**src/rtl/psd_pkg.sv**
```systemverilog
package psd_pkg;

    typedef enum logic [1:0] {
        DV_IDLE    = 2'd0,
        DV_SWALLOW = 2'd1,
        DV_PLAIN   = 2'd2
    } div_state_t;

    typedef enum logic {
        RF_HALT  = 1'b0,
        RF_COUNT = 1'b1
    } ref_state_t;

    localparam logic [1:0] XT_LOW  = 2'b00;
    localparam logic [1:0] XT_HIGH = 2'b10;

    localparam logic [2:0] STEP_WIDE = 3'd1;
    localparam logic [2:0] STEP_MID  = 3'd4;
    localparam logic [2:0] STEP_ALT  = 3'd5;
    localparam logic [2:0] STEP_FINE = 3'd7;

    function automatic int imax(input int a, input int b);
        return (a > b) ? a : b;
    endfunction

endpackage

```
**src/rtl/psd_ratio_div.sv**
```systemverilog
module psd_ratio_div
    import psd_pkg::*;
#(
    parameter int NW    = 16,
    parameter int SW    = 4,
    parameter int N_MIN = 528
) (
    input  logic          clk,
    input  logic          rst_n,
    input  logic          lo_tick,
    input  logic [NW-1:0] n_word,
    output logic          fsig_pulse,
    output logic          ratio_err
);
    localparam int MW       = NW - SW;
    localparam int PW       = SW + 1;
    localparam int BASE_MOD = 1 << SW;
    localparam logic [PW-1:0] LAST_PLAIN = PW'(BASE_MOD - 1);
    localparam logic [PW-1:0] LAST_SWAL  = PW'(BASE_MOD);

    div_state_t    state_q, state_d;
    logic [PW-1:0] pcnt_q, pcnt_d;
    logic [MW-1:0] mcnt_q, mcnt_d;
    logic [SW-1:0] scnt_q, scnt_d;
    logic [NW-1:0] act_n_q, act_n_d;
    logic [NW-1:0] nxt_n;
    logic          ratio_ok;
    logic          do_load;
    logic          end_cycle;
    logic          period_end;

    assign ratio_ok  = (n_word >= NW'(N_MIN));
    assign ratio_err = ~ratio_ok;
    assign nxt_n     = ratio_ok ? n_word : act_n_q;

    assign period_end = (pcnt_q == ((state_q == DV_SWALLOW) ? LAST_SWAL : LAST_PLAIN));

    always_comb begin
        state_d   = state_q;
        pcnt_d    = pcnt_q;
        mcnt_d    = mcnt_q;
        scnt_d    = scnt_q;
        act_n_d   = act_n_q;
        do_load   = 1'b0;
        end_cycle = 1'b0;
        unique case (state_q)
            DV_IDLE: do_load = 1'b1;
            DV_SWALLOW, DV_PLAIN: begin
                if (lo_tick) begin
                    if (period_end) begin
                        pcnt_d = '0;
                        if (mcnt_q == MW'(1)) begin
                            end_cycle = 1'b1;
                            do_load   = 1'b1;
                        end else begin
                            mcnt_d = mcnt_q - MW'(1);
                            if (state_q == DV_SWALLOW) begin
                                scnt_d = scnt_q - SW'(1);
                                if (scnt_q == SW'(1)) state_d = DV_PLAIN;
                            end
                        end
                    end else begin
                        pcnt_d = pcnt_q + PW'(1);
                    end
                end
            end
            default: state_d = DV_IDLE;
        endcase
        if (do_load) begin
            act_n_d = nxt_n;
            mcnt_d  = nxt_n[NW-1:SW];
            scnt_d  = nxt_n[SW-1:0];
            pcnt_d  = '0;
            state_d = (nxt_n[SW-1:0] != '0) ? DV_SWALLOW : DV_PLAIN;
        end
    end

    always_ff @(posedge clk) begin
        if (!rst_n) begin
            state_q <= DV_IDLE;
            pcnt_q  <= '0;
            mcnt_q  <= '0;
            scnt_q  <= '0;
            act_n_q <= NW'(N_MIN);
        end else begin
            state_q <= state_d;
            pcnt_q  <= pcnt_d;
            mcnt_q  <= mcnt_d;
            scnt_q  <= scnt_d;
            act_n_q <= act_n_d;
        end
    end

    always_ff @(posedge clk) begin
        if (!rst_n) fsig_pulse <= 1'b0;
        else        fsig_pulse <= end_cycle;
    end

    assert_swallow_live_R1: assert property (@(posedge clk) disable iff (!rst_n)
        (state_q == DV_SWALLOW) |-> (scnt_q != '0));

    assert_boundary_only_R3: assert property (@(posedge clk) disable iff (!rst_n)
        (!$stable(act_n_q) && $past(state_q) != DV_IDLE) |-> fsig_pulse);

    assert_legal_ratio_R4: assert property (@(posedge clk) disable iff (!rst_n)
        act_n_q >= NW'(N_MIN));

    assert_single_pulse_R5: assert property (@(posedge clk) disable iff (!rst_n)
        fsig_pulse |=> !fsig_pulse);

endmodule

```
**src/rtl/psd_ref_table.sv**
```systemverilog
module psd_ref_table
    import psd_pkg::*;
#(
    parameter int RW            = 14,
    parameter int RATIO_LO_WIDE = 205,
    parameter int RATIO_LO_MID  = 1025,
    parameter int RATIO_LO_FINE = 10250,
    parameter int RATIO_HI_WIDE = 207,
    parameter int RATIO_HI_ALT  = 1150
) (
    input  logic [1:0]    xtal_sel,
    input  logic [2:0]    step_code,
    output logic [RW-1:0] ratio,
    output logic          ok
);
    always_comb begin
        ratio = '0;
        ok    = 1'b1;
        case ({xtal_sel, step_code})
            {XT_LOW,  STEP_WIDE}: ratio = RW'(RATIO_LO_WIDE);
            {XT_LOW,  STEP_MID }: ratio = RW'(RATIO_LO_MID);
            {XT_LOW,  STEP_FINE}: ratio = RW'(RATIO_LO_FINE);
            {XT_HIGH, STEP_WIDE}: ratio = RW'(RATIO_HI_WIDE);
            {XT_HIGH, STEP_ALT }: ratio = RW'(RATIO_HI_ALT);
            default:              ok    = 1'b0;
        endcase
    end
endmodule

```
**src/rtl/psd_ref_div.sv**
```systemverilog
module psd_ref_div
    import psd_pkg::*;
#(
    parameter int RW = 14
) (
    input  logic          clk,
    input  logic          rst_n,
    input  logic          x_tick,
    input  logic [RW-1:0] ratio,
    input  logic          ok,
    output logic          fref_pulse
);
    ref_state_t    state_q;
    logic [RW-1:0] rcnt_q;
    logic          wrap;

    assign wrap = (rcnt_q >= ratio - RW'(1));

    always_ff @(posedge clk) begin
        if (!rst_n) begin
            state_q <= RF_HALT;
            rcnt_q  <= '0;
        end else begin
            unique case (state_q)
                RF_HALT:  state_q <= ok ? RF_COUNT : RF_HALT;
                RF_COUNT: state_q <= ok ? RF_COUNT : RF_HALT;
                default:  state_q <= RF_HALT;
            endcase
            if (!ok)         rcnt_q <= '0;
            else if (x_tick) rcnt_q <= wrap ? '0 : rcnt_q + RW'(1);
        end
    end

    always_ff @(posedge clk) begin
        if (!rst_n) fref_pulse <= 1'b0;
        else        fref_pulse <= ok && x_tick && wrap;
    end

    assert_ref_single_R6: assert property (@(posedge clk) disable iff (!rst_n)
        fref_pulse |=> !fref_pulse);

    assert_halt_quiet_R7: assert property (@(posedge clk) disable iff (!rst_n)
        !ok |=> !fref_pulse);

    assert_restart_R8: assert property (@(posedge clk) disable iff (!rst_n)
        (state_q == RF_HALT) |-> (rcnt_q == '0));

endmodule

```
**src/rtl/pswallow_synth.sv**
```systemverilog
module pswallow_synth
    import psd_pkg::*;
#(
    parameter int NW            = 16,
    parameter int SW            = 4,
    parameter int N_MIN         = 528,
    parameter int RATIO_LO_WIDE = 205,
    parameter int RATIO_LO_MID  = 1025,
    parameter int RATIO_LO_FINE = 10250,
    parameter int RATIO_HI_WIDE = 207,
    parameter int RATIO_HI_ALT  = 1150
) (
    input  logic          clk,
    input  logic          rst_n,
    input  logic          fm_tick,
    input  logic          am_tick,
    input  logic          xtal_tick,
    input  logic          band_am,
    input  logic [NW-1:0] n_word,
    input  logic [1:0]    xtal_sel,
    input  logic [2:0]    step_code,
    output logic          fsig_pulse,
    output logic          fref_pulse,
    output logic          ratio_err,
    output logic          ref_err
);
    localparam int RMAX = imax(imax(imax(RATIO_LO_WIDE, RATIO_LO_MID), imax(RATIO_LO_FINE, RATIO_HI_WIDE)), RATIO_HI_ALT);
    localparam int RW   = $clog2(RMAX + 1);

    logic          lo_tick;
    logic [RW-1:0] ref_ratio;
    logic          ref_ok;

    assign lo_tick = band_am ? am_tick : fm_tick;
    assign ref_err = ~ref_ok;

    psd_ratio_div #(.NW(NW), .SW(SW), .N_MIN(N_MIN)) u_div (
        .clk        (clk),
        .rst_n      (rst_n),
        .lo_tick    (lo_tick),
        .n_word     (n_word),
        .fsig_pulse (fsig_pulse),
        .ratio_err  (ratio_err)
    );

    psd_ref_table #(
        .RW(RW), .RATIO_LO_WIDE(RATIO_LO_WIDE), .RATIO_LO_MID(RATIO_LO_MID),
        .RATIO_LO_FINE(RATIO_LO_FINE), .RATIO_HI_WIDE(RATIO_HI_WIDE), .RATIO_HI_ALT(RATIO_HI_ALT)
    ) u_tab (
        .xtal_sel  (xtal_sel),
        .step_code (step_code),
        .ratio     (ref_ratio),
        .ok        (ref_ok)
    );

    psd_ref_div #(.RW(RW)) u_ref (
        .clk        (clk),
        .rst_n      (rst_n),
        .x_tick     (xtal_tick),
        .ratio      (ref_ratio),
        .ok         (ref_ok),
        .fref_pulse (fref_pulse)
    );

endmodule

```
**config.mk**
```make
export PLATFORM = sky130hd
export DESIGN_NAME = pswallow_synth
export DESIGN_NICKNAME = d
export VERILOG_FILES = /design/src/rtl/psd_pkg.sv /design/src/rtl/psd_ratio_div.sv /design/src/rtl/psd_ref_table.sv /design/src/rtl/psd_ref_div.sv /design/src/rtl/pswallow_synth.sv
export SDC_FILE = /design/constraint.sdc
export NUM_CORES = 1
export LEC_CHECK = 0
export ABC_AREA = 1
export BUFFER_PORTS_ARGS = -buffer_cell sky130_fd_sc_hd__buf_2
export CAP_MARGIN = 10
export CORE_UTILIZATION = 55
export CTS_CLUSTER_SIZE = 30
export DETAILED_ROUTE_END_ITERATION = 8
export PLACE_DENSITY = 0.74
export SYNTH_ARGS = -nofsm -noshare
export SYNTH_HDL_FRONTEND = slang
export SYNTH_SLANG_ARGS = --single-unit
```
**constraint.sdc**
```tcl
create_clock -name clk -period 3.6 [get_ports clk]
set_input_delay 0.72 -clock clk [delete_from_list [all_inputs] [get_ports clk]]
set_output_delay 0.72 -clock clk [all_outputs]
set_load 0.1 [all_outputs]
```
==> results of run 1 <==
[sequential cells by signal, indices dropped and copies added (netlist names)]
| signal | cells |
|---|---|
| u_ref.rcnt_q | 14 |
| u_ref.fref_pulse | 1 |
| u_div.fsig_pulse | 1 |
| u_div.pcnt_q | 5 |
| u_div.act_n_q | 16 |
| u_div.state_q | 2 |
| u_div.mcnt_q | 12 |
| u_div.scnt_q | 4 |
[through the flow]
step,std cells,instance area (sq um),setup slack [ps]
floorplan,535,3690,599
global placement,632,3850,273
detailed placement,632,3850,184
CTS,640,3930,498
global route,640,3930,97.3
finish,640,3930,547
[worst paths after layout]
| path | startpoint | endpoint | slack, ps | depth (start not counted) |
|---|---|---|---|---|
| worst max-delay path | step_code[1] | u_ref.rcnt_q[6]$_SDFFE_PN0P_ | 550 | 19 |
| worst min register to register | u_div.act_n_q[1]$_SDFFE_PN0P_ | u_div.act_n_q[1]$_SDFFE_PN0P_ | 470 | 2 |
| worst max register to register | u_div.state_q[0]$_SDFFE_PN0P_ | u_div.pcnt_q[2]$_SDFFE_PP0P_ | 1340 | 11 |
| worst min-delay path | u_div.act_n_q[1]$_SDFFE_PN0P_ | u_div.act_n_q[1]$_SDFFE_PN0P_ | 470 | 2 |
[layer usage]
| metal | up-vias | part of all wire | track usage |
|---|---|---|---|
| met1 | 1455 | 0.47 | 0.287 |
| li1 | 1756 | - | - |
| met4 | 0 | 0.014 | 0.0799 |
| met2 | 58 | 0.48 | 0.437 |
| met5 | - | 0 | 0 |
| met3 | 9 | 0.036 | 0.0396 |
[tightest hold or removal path: stages (launching register included)]
cell and delay (ps):
dfxtp_1 320, nand2_1 60, a21oi_1 50
[power breakdown]
| group | internal [mW] | switching, mW | total [mW] |
|---|---|---|---|
| clock | 0.134 | 0.209 | 0.343 |
| combinational | 0.428 | 0.851 | 1.28 |
| sequential | 0.756 | 0.104 | 0.860 |
[cell usage in the layout (no fill, tap or decap), types with 4 or more instances in the layout]
cell	synthesis	routed
nand2_4	4	4
o22ai_1	9	9
buf_2	4	30
nor2_2	13	13
a21oi_1	15	15
ha_1	25	25
o21ai_0	21	21
nor2_1	72	72
inv_2	8	8
xor2_1	18	18
nand2_2	11	11
o21ai_1	11	11
nand2_1	115	115
nand4_1	4	4
xnor2_1	5	5
clkbuf_8	0	5
nor3_1	13	13
dfxtp_1	55	55
inv_1	70	70
nand3_1	33	33
[area by class of cell]
class,count,share of cell area
sequential,55,0.280
multi-input combinational,389,0.557
tap,77,0.0245
inverter,79,0.0754
clock inverter,3,0.00382
clock buffer,5,0.0175
timing repair buffer,32,0.0420
[kinds of logic after synthesis]
logic type / after synthesis
compound gates: 60
xor+xnor: 23
fa+ha+maj: 25
buf+inv: 91
flops: 55
mux: 1
simple gates: 280
==> flow_summary.ini, run 1 <==
[clock_network]
clock_sinks = 55
cts.clk_slew.worst_paths_ps = 100
root_buffer = clkbuf_8
h-tree-depth = 2
cts_resized = 0
cts_tree = done
cts_hold_buf = 0
insertion_delay_ps = 310
clock_path_buffers = 2
post_cts_buffers = 0
numCtsBuffers = 5

[routing]
ant_nets = 0
viasPerCell = 5.12
drt_drc_violations_left = 4
drtIter0Drc = 246
num_vias = 3278
wire_per_inst_um = 12.1
wl_um = 7750
drt_first_pass_iters = 6

[yosys]
ys_types = 39
yosysWarnings = 0
synth-compound-area-share = 0.0896
synth.avg_cell_area_sq_um = 6.89
ys.flop_type = dfxtp_1
synthXorXnorAreaFrac = 0.0547
synth_mux_area_frac = 0.00272
synth-edff-count = 0
synthTopCellsByArea = dfxtp_1 (30%), nand2_1 (12%), ha_1 (8.5%)
async_reset_ff_frac = 0
synthCells = 535
yosys.area_share.simple = 0.362
ys_ff_latch = 55
synthTopCellsByCount = nand2_1 (115), nor2_1 (72), inv_1 (70)
synth_fp_nets = 587
synth_fa_ha_area_frac = 0.0849
seq_area_frac_synth = 0.299
yosys.area.top_type_share = 0.299
synth.cell_area_sq_mm = 0.00369
synth_top_cell_by_area = dfxtp_1
yosysMostFrequentCell = nand2_1
synth_top_family_by_area = simple AND/OR/NAND/NOR gates

[grt]
antenna_found_initial = 0
grt_use_total = 0.241
grt_max_degree = 26
grt_overflow = 0
grt_pass1_wl_um = 13800
first_global_vias = 3189

[finish]
area_delta_synth_final_pct = 6.65
fillCellCount = 570
seq_area_sq_mm = 0.00110
finalNetCount = 614
multi_input_area_sq_mm = 0.00219
antenna_cells = 0
drive_above_1_share = 0.155
final_util = 0.612

[sta]
worstMarginPinSlew_ps = 547
period_minus_slack_ps = 3050
fin_hold_ws_ps = 469
max-slew-margin-rel = 0.635
finalHoldViolations = 0
finalSetupTns_ps = 0
finalClockSkew_ps = 10.8
grt_setup_unrepaired = no
slew_viol_final = 0
fmax_mhz = 328
finalSetupViolations = 0
finalCritPeriodShare = 0.848

[critical_path]
crit_required_ps = 3790
cp.buffers_inverters = 5
cp_max_fo = 14
slowest_stage = nor4_1
worstSetupStartpointType = input port
max_stage_delay_ps = 270
crit_arrival_ps = 3240
path_class = in -> reg
cp_cell_sequence = buf_2, inv_1, nand2_1, nor3_2, inv_1, o211ai_1, inv_1, ha_1, inv_1, nor2_1, nor3_1, ha_1, nand2_1, nor4_1, nand2_1, nand3_1, nand2_1, nand2_2, a21oi_1
end_kind = flop
cp_top_family = simple AND/OR/NAND/NOR gates

[run_status]
violations = DRC
status = finished with violations

[placed_design]
hpwl_um = 5840
portBuffers = 30
routabilityCongestion = 0.897

[floorplan]
fp.dieW_um = 83.9
dieArea_sq_mm = 0.00703
die_y_um = 83.9
core_sq_mm = 0.00642
ioPinCount = 31
initial_core_util = 0.574
num_rows = 29

[run]
cap_violations = 0

[pwr]
power_density_mw_per_mm2 = 631
leakagePower_nw = 1.94
vdd_drop_max_uv = 414
power.total_mw = 2.48

[hold_path]
hp-class = reg -> reg
Power figures use the tool's default switching activity.
==> run 2, diff against run 1 <==
- ABC_AREA: 1 -> 0
- CORE_UTILIZATION: 55 -> 54
- PLACE_DENSITY: 0.74 -> 0.76
- clock period: 3.6 -> 2.6 ns (I/O delays scaled with it)
==> run 2 against run 1 <==
Flip-flop and latch count stayed put. Global-route usage rose by 2.4 points. Routed wire length up 19%. Core utilization increased by 11 points. Largest cell class unchanged. Critical path depth shrank 3. Final cell count shrank 10%. The run ends with setup timing left.
==> flow_summary.ini, run 2 <==
[critical_path]
startpoint = step_code[2]
end_kind = flop
worstSetupStartpointType = input port
path_class = in -> reg
rrSetupSlack_ps = 90
cp_max_fo = 7
crit_required_ps = 2860
r2r_start = u_div.state_q[1]$_SDFFE_PN0P_
r2r-end = u_div.mcnt_q[8]$_SDFFE_PN0P_
rr_worst_depth = 9
crit_arrival_ps = 2970

[routing]
drt_first_pass_iters = 5
wl_um = 9230
viasPerCell = 5.97
wire_per_inst_um = 16.0
drt_drc_violations_left = 0
drtIter0Drc = 208
num_vias = 3439
ant_nets = 0

[pwr]
leakagePower_nw = 1.85
vdd_drop_max_uv = 319
power_density_mw_per_mm2 = 498

[floorplan]
initial_core_util = 0.574
ioPinCount = 31
die_y_um = 82.5
num_rows = 28
core_sq_mm = 0.00610
fp.dieW_um = 82.5
dieArea_sq_mm = 0.00681

[clock_network]
cts.clk_slew.worst_paths_ps = 110
clock_path_buffers = 2
cts_tree = done
insertion_delay_ps = 320
numCtsBuffers = 5
clock_sinks = 55
root_buffer = clkbuf_8
h-tree-depth = 2

[sta]
setup_ws_ps = -109
period_minus_slack_ps = 2710
finalHoldViolations = 0
finalSetupTns_ps = -1010
fin_hold_ws_ps = 451
finalSetupViolations = 15
fmax_mhz = 369
max-slew-margin-rel = 0.677
finalCritPeriodShare = 1.04
slew_viol_final = 0
grt_setup_unrepaired = yes
finalClockSkew_ps = 8.75
worstMarginPinSlew_ps = 487

[yosys]
ys_types = 55
synthTopCellsByArea = dfxtp_1 (31%), ha_1 (8.9%), nor2_1 (5.7%)
synth_mux_area_frac = 0.0597
synth_fa_ha_area_frac = 0.0894
ys_ff_latch = 55
ys.flop_type = dfxtp_1
yosysWarnings = 0
synth_fp_nets = 482
synth.avg_cell_area_sq_um = 8.14
synthTopCellsByCount = dfxtp_1 (55), nor2_1 (53), nand2_1 (37)
seq_area_frac_synth = 0.315
yosys.area_share.simple = 0.255
synth_top_family_by_area = simple AND/OR/NAND/NOR gates
yosys.area.top_type_share = 0.315
synthXorXnorAreaFrac = 0.0526
yosysMostFrequentCell = dfxtp_1
synth-compound-area-share = 0.181
async_reset_ff_frac = 0
synth.cell_area_sq_mm = 0.00350
synth_top_cell_by_area = dfxtp_1
synthCells = 430
synth-edff-count = 0

[finish]
mostFrequentLayoutCells = dfxtp_1 (52), buf_4 (47), nor2_1 (45)
instances_no_fill = 576
antenna_cells = 0
final_util = 0.719
largest_reg_flops = 16
reg_top3 = u_div.act_n_q x16, u_ref.rcnt_q x14, u_div.mcnt_q x12
area_delta_synth_final_pct = 25.2
fillCellCount = 454
regMostFlops = u_div.act_n_q
finalNetCount = 552
drive_above_1_share = 0.287
final_common_cell = dfxtp_1

[grt]
grt_max_degree = 32
met2_usage = 0.431
first_global_vias = 3096
grt_pass1_wl_um = 14000
grt-busiest-layer = met2
use_met1 = 0.368
grt_use_met3 = 0.0363
grt_use_total = 0.265
antenna_found_initial = 0
grt_overflow = 0

[run_status]
violations = setup timing
status = finished with violations

[hold_path]
hold_path_depth = 3
hp-start = n_word[8]
hp-class = in -> reg
hold_end = u_div.act_n_q[8]$_SDFFE_PN0P_

[run]
cap_violations = 0

[placed_design]
dp_slack_ps = -455
routabilityCongestion = 0.880
portBuffers = 30
hpwl_um = 6270
place_inst = 558
[run 2: changes by cell type in the layout (fill, tap and decap cells not counted), sizes merged, moves of 12 or more]
cell   delta
nand3    -21
buf      +51
mux2i    +12
inv      -64
a21oi    +15
nor2     -34
o21ai    -16
nand2    -93
[run 2: worst max-delay path by stage]
stage	depth (start not counted)	slack, ps	endpoint
floorplan	15	-340	u_ref.rcnt_q[1]$_SDFFE_PN0P_
global placement	16	-360	u_ref.rcnt_q[13]$_SDFFE_PN0P_
detailed placement	13	-460	u_ref.rcnt_q[5]$_SDFFE_PN0P_
CTS	8	-6	u_div.state_q[1]$_SDFFE_PN0P_
global route	16	-160	u_ref.rcnt_q[9]$_SDFFE_PN0P_
finish	16	-110	u_ref.rcnt_q[8]$_SDFFE_PN0P_
[run 2: final cells by class]
class | instances | area [sq um] | area share
timing repair buffer | 84 | 612 | 0.140
sequential | 55 | 1100 | 0.252
multi-input combinational | 340 | 2400 | 0.547
inverter | 14 | 56.3 | 0.0128
tap | 75 | 93.8 | 0.0214
clock buffer | 5 | 68.8 | 0.0157
clock inverter | 3 | 50.0 | 0.0114
[run 2: power by group]
part / switching (mW) / internal (mW)
combinational: 0.335 / 0.279
sequential: 0.0459 / 0.905
clock: 0.318 / 0.298
[run 2: metrics by stage]
| step | instance area, sq um | total power, mW |
|---|---|---|
| CTS | 4170 | 2.14 |
| global placement | 4010 | 1.50 |
| finish | 4380 | 2.18 |
| detailed placement | 4010 | 1.52 |
| global route | 4380 | 2.28 |
| floorplan | 3560 | 1.34 |
[run 2: timing repair]
action                                  CTS  global route
endpoints found under the setup margin   17            42
pin swaps                                 6            25
buffers inserted                          1             6
resized for setup                         6            45
hold buffers                              0             0
gates cloned                              1             2
[run 2: cell families (layout without fill, tap and decap cells)]
| family | Yosys count | in the layout |
|---|---|---|
| flip-flops | 55 | 55 |
| AO/OA/AOI/OAI | 95 | 96 |
| AND/OR/NAND/NOR | 178 | 178 |
| adder cells (fa/ha/maj) | 25 | 25 |
| buffers and inverters | 36 | 106 |
| XOR/XNOR | 21 | 21 |
| multiplexers | 20 | 20 |
[run 2: critical path: stages]
cell,delay (ps)
buf_6,90
nor2b_4,120
mux2_4,270
nand2_4,80
ha_4,160
buf_4,120
nor2_2,40
nor2_1,150
a21oi_1,110
ha_1,200
a21o_1,170
a21o_1,180
a21oi_2,140
o22ai_2,120
a211o_4,390
nor2_1,110
[run 2: metal layers]
layer,vias to the layer above,wire [um]
li1,1703,-
met5,-,0
met2,98,4250
met3,14,455
met4,0,133
met1,1624,4390
==> run 3, diff against run 2 <==
- CORE_UTILIZATION: 54 -> 55
- PLACE_DENSITY: 0.76 -> 0.77
- SYNTH_HIERARCHICAL: not set -> 1
==> run 3 against run 2 <==
The run still ends with setup timing left. Critical path type unchanged. Combinational power down 22%. Critical path depth is 1 lower. Synthesized cell count down 1.4%. Largest cell class unchanged.
==> flow_summary.ini, run 3 <==
[sta]
finalCritPeriodShare = 1.10
finalSetupTns_ps = -3080
finalHoldViolations = 0
worstMarginPinSlew_ps = 536
setup_ws_ps = -254
period_minus_slack_ps = 2850
slew_viol_final = 0
max-slew-margin-rel = 0.642
fin_hold_ws_ps = 440
fmax_mhz = 350
finalSetupViolations = 15
finalClockSkew_ps = 11.8
grt_setup_unrepaired = yes

[clock_network]
h-tree-depth = 2
clock_path_buffers = 2
cts_hold_buf = 0
clock_sinks = 55
cts.clk_slew.worst_paths_ps = 100
numCtsBuffers = 5
insertion_delay_ps = 320
root_buffer = clkbuf_8
cts_tree = done

[pwr]
vdd_drop_max_uv = 291
leakagePower_nw = 1.76
power.total_mw = 1.90
power_density_mw_per_mm2 = 438

[finish]
reg_top3 = u_div/act_n_q x16, u_ref/rcnt_q x14, u_div/mcnt_q x12
instances_no_fill = 551
mostFrequentLayoutCells = dfxtp_1 (55), nand2_1 (33), buf_4 (30)
antenna_cells = 0
drive_above_1_share = 0.291
finalNetCount = 524
area_delta_synth_final_pct = 17.1
regMostFlops = u_div/act_n_q
final_common_cell = dfxtp_1
largest_reg_flops = 16

[placed_design]
routabilityCongestion = 0.840
place_inst = 539
hpwl_um = 6220
portBuffers = 30

[run]
cap_violations = 0

[critical_path]
crit_arrival_ps = 3090
crit_required_ps = 2840
cp_max_fo = 14
end_kind = flop
path_class = in -> reg
worstSetupStartpointType = input port

[floorplan]
dieArea_sq_mm = 0.00708
initial_core_util = 0.578
fp.dieW_um = 84.1
core_sq_mm = 0.00642
die_y_um = 84.1
ioPinCount = 31
num_rows = 29

[routing]
ant_nets = 0
viasPerCell = 5.84
num_vias = 3219
drt_drc_violations_left = 0
wire_per_inst_um = 15.5
wl_um = 8530
drtIter0Drc = 93
drt_first_pass_iters = 5

[yosys]
yosysWarnings = 6
ys_ff_latch = 55
ys_types = 69
yosysMostFrequentCell = dfxtp_1
async_reset_ff_frac = 0
synth.avg_cell_area_sq_um = 8.75
synthTopCellsByArea = dfxtp_1 (30%), ha_1 (8.1%), xor2_1 (5.7%)
yosys.area.top_type_share = 0.297
synth.cell_area_sq_mm = 0.00371
ys.flop_type = dfxtp_1
synth_top_cell_by_area = dfxtp_1
synth-edff-count = 0
seq_area_frac_synth = 0.297
synthTopCellsByCount = dfxtp_1 (55), nand2_1 (37), nor2_1 (25)
synthCells = 424

[grt]
antenna_found_initial = 0
grt_use_total = 0.241
grt_max_degree = 33
grt_pass1_wl_um = 13800
grt_overflow = 0
first_global_vias = 3119

[hold_path]
hp-class = in -> reg

[run_status]
violations = setup timing
status = finished with violations
==> run 3: changes by cell type in the layout (fill, tap and decap cells not counted), moves of 7 or more <==
cell,change
nor2_1,-24
nor3_2,+12
xnor2_1,+7
xor2_1,+11
buf_4,-17
a21oi_1,-11
==> run 3: per-layer routing <==
| layer | up-vias | global-route usage | share of wire |
|---|---|---|---|
| li1 | 1607 | - | - |
| met1 | 1547 | 0.269 | 0.42 |
| met2 | 52 | 0.466 | 0.54 |
| met3 | 13 | 0.0344 | 0.025 |
| met4 | 0 | 0.0815 | 0.014 |
| met5 | - | 0 | 0 |
==> run 3: layout make-up <==
| cell class | instances | area (sq um) |
|---|---|---|
| inverter | 17 | 63.8 |
| fill | 508 | 2080 |
| sequential | 55 | 1100 |
| clock buffer | 5 | 68.8 |
| multi-input combinational | 331 | 2540 |
| timing repair buffer | 63 | 452 |
| tap | 77 | 96.3 |
| clock inverter | 3 | 18.8 |
==> run 3: final timing paths <==
| kind | startpoint | endpoint | slack (ps) | cells past startpoint |
|---|---|---|---|---|
| max | xtal_sel[1] | u_ref/rcnt_q[10]$_SDFFE_PN0P_ | -250 | 15 |
| min | n_word[9] | u_div/act_n_q[9]$_SDFFE_PN1P_ | 440 | 3 |
| max reg2reg | u_div/mcnt_q[1]$_SDFFE_PN0P_ | u_div/mcnt_q[10]$_SDFFE_PN0P_ | 140 | 8 |
| min reg2reg | u_div/act_n_q[7]$_SDFFE_PN0P_ | u_div/act_n_q[7]$_SDFFE_PN0P_ | 460 | 2 |
==> run 3: repair_timing <==
item                                    in CTS  in global routing
endpoints found under the hold margin        0                  0
endpoints found under the setup margin      15                 21
pin swaps                                    3                 11
buffers inserted                             0                  4
cloned                                       0                  0
resized for setup                           11                 15
==> run 3: per-stage QoR <==
stage               area (sq um)  worst slack, ps  utilization
finish                      4340             -254        0.676
global route                4340             -379        0.676
CTS                         4260             -157        0.663
detailed placement          4120             -593        0.641
global placement            4120             -521        0.641
floorplan                   3790             -274            -
==> run 3: logic make-up (layout without fill, tap and decap cells) <==
kind of cell	count (synthesis)	count (layout)	synth area share
compound gates	73	73	0.139
flops	55	55	0.297
buf+inv	40	88	0.0563
simple gates	178	178	0.294
xor+xnor	40	40	0.0944
other cells	1	3	0.00101
fa+ha+maj	24	24	0.0809
mux	13	13	0.0374
==> run 3: worst max-delay path, cell delays in order <==
cell	delay (ps)
buf_6	100
nor2b_4	180
xor2_1	200
nor2_2	80
nor3_4	230
nand3_2	190
buf_6	160
xor2_2	140
ha_1	330
a21oi_2	140
o21ai_1	90
a211oi_2	240
a21boi_2	120
buf_12	180
nor3_1	190
==> run 3: report_power, final <==
part	leakage, nW	total [mW]	internal, mW	switching [mW]
registers	0.452	0.935	0.895	0.0393
clock network	0.0483	0.487	0.191	0.296
logic	1.26	0.480	0.212	0.267
total	1.76	1.90	1.30	0.603
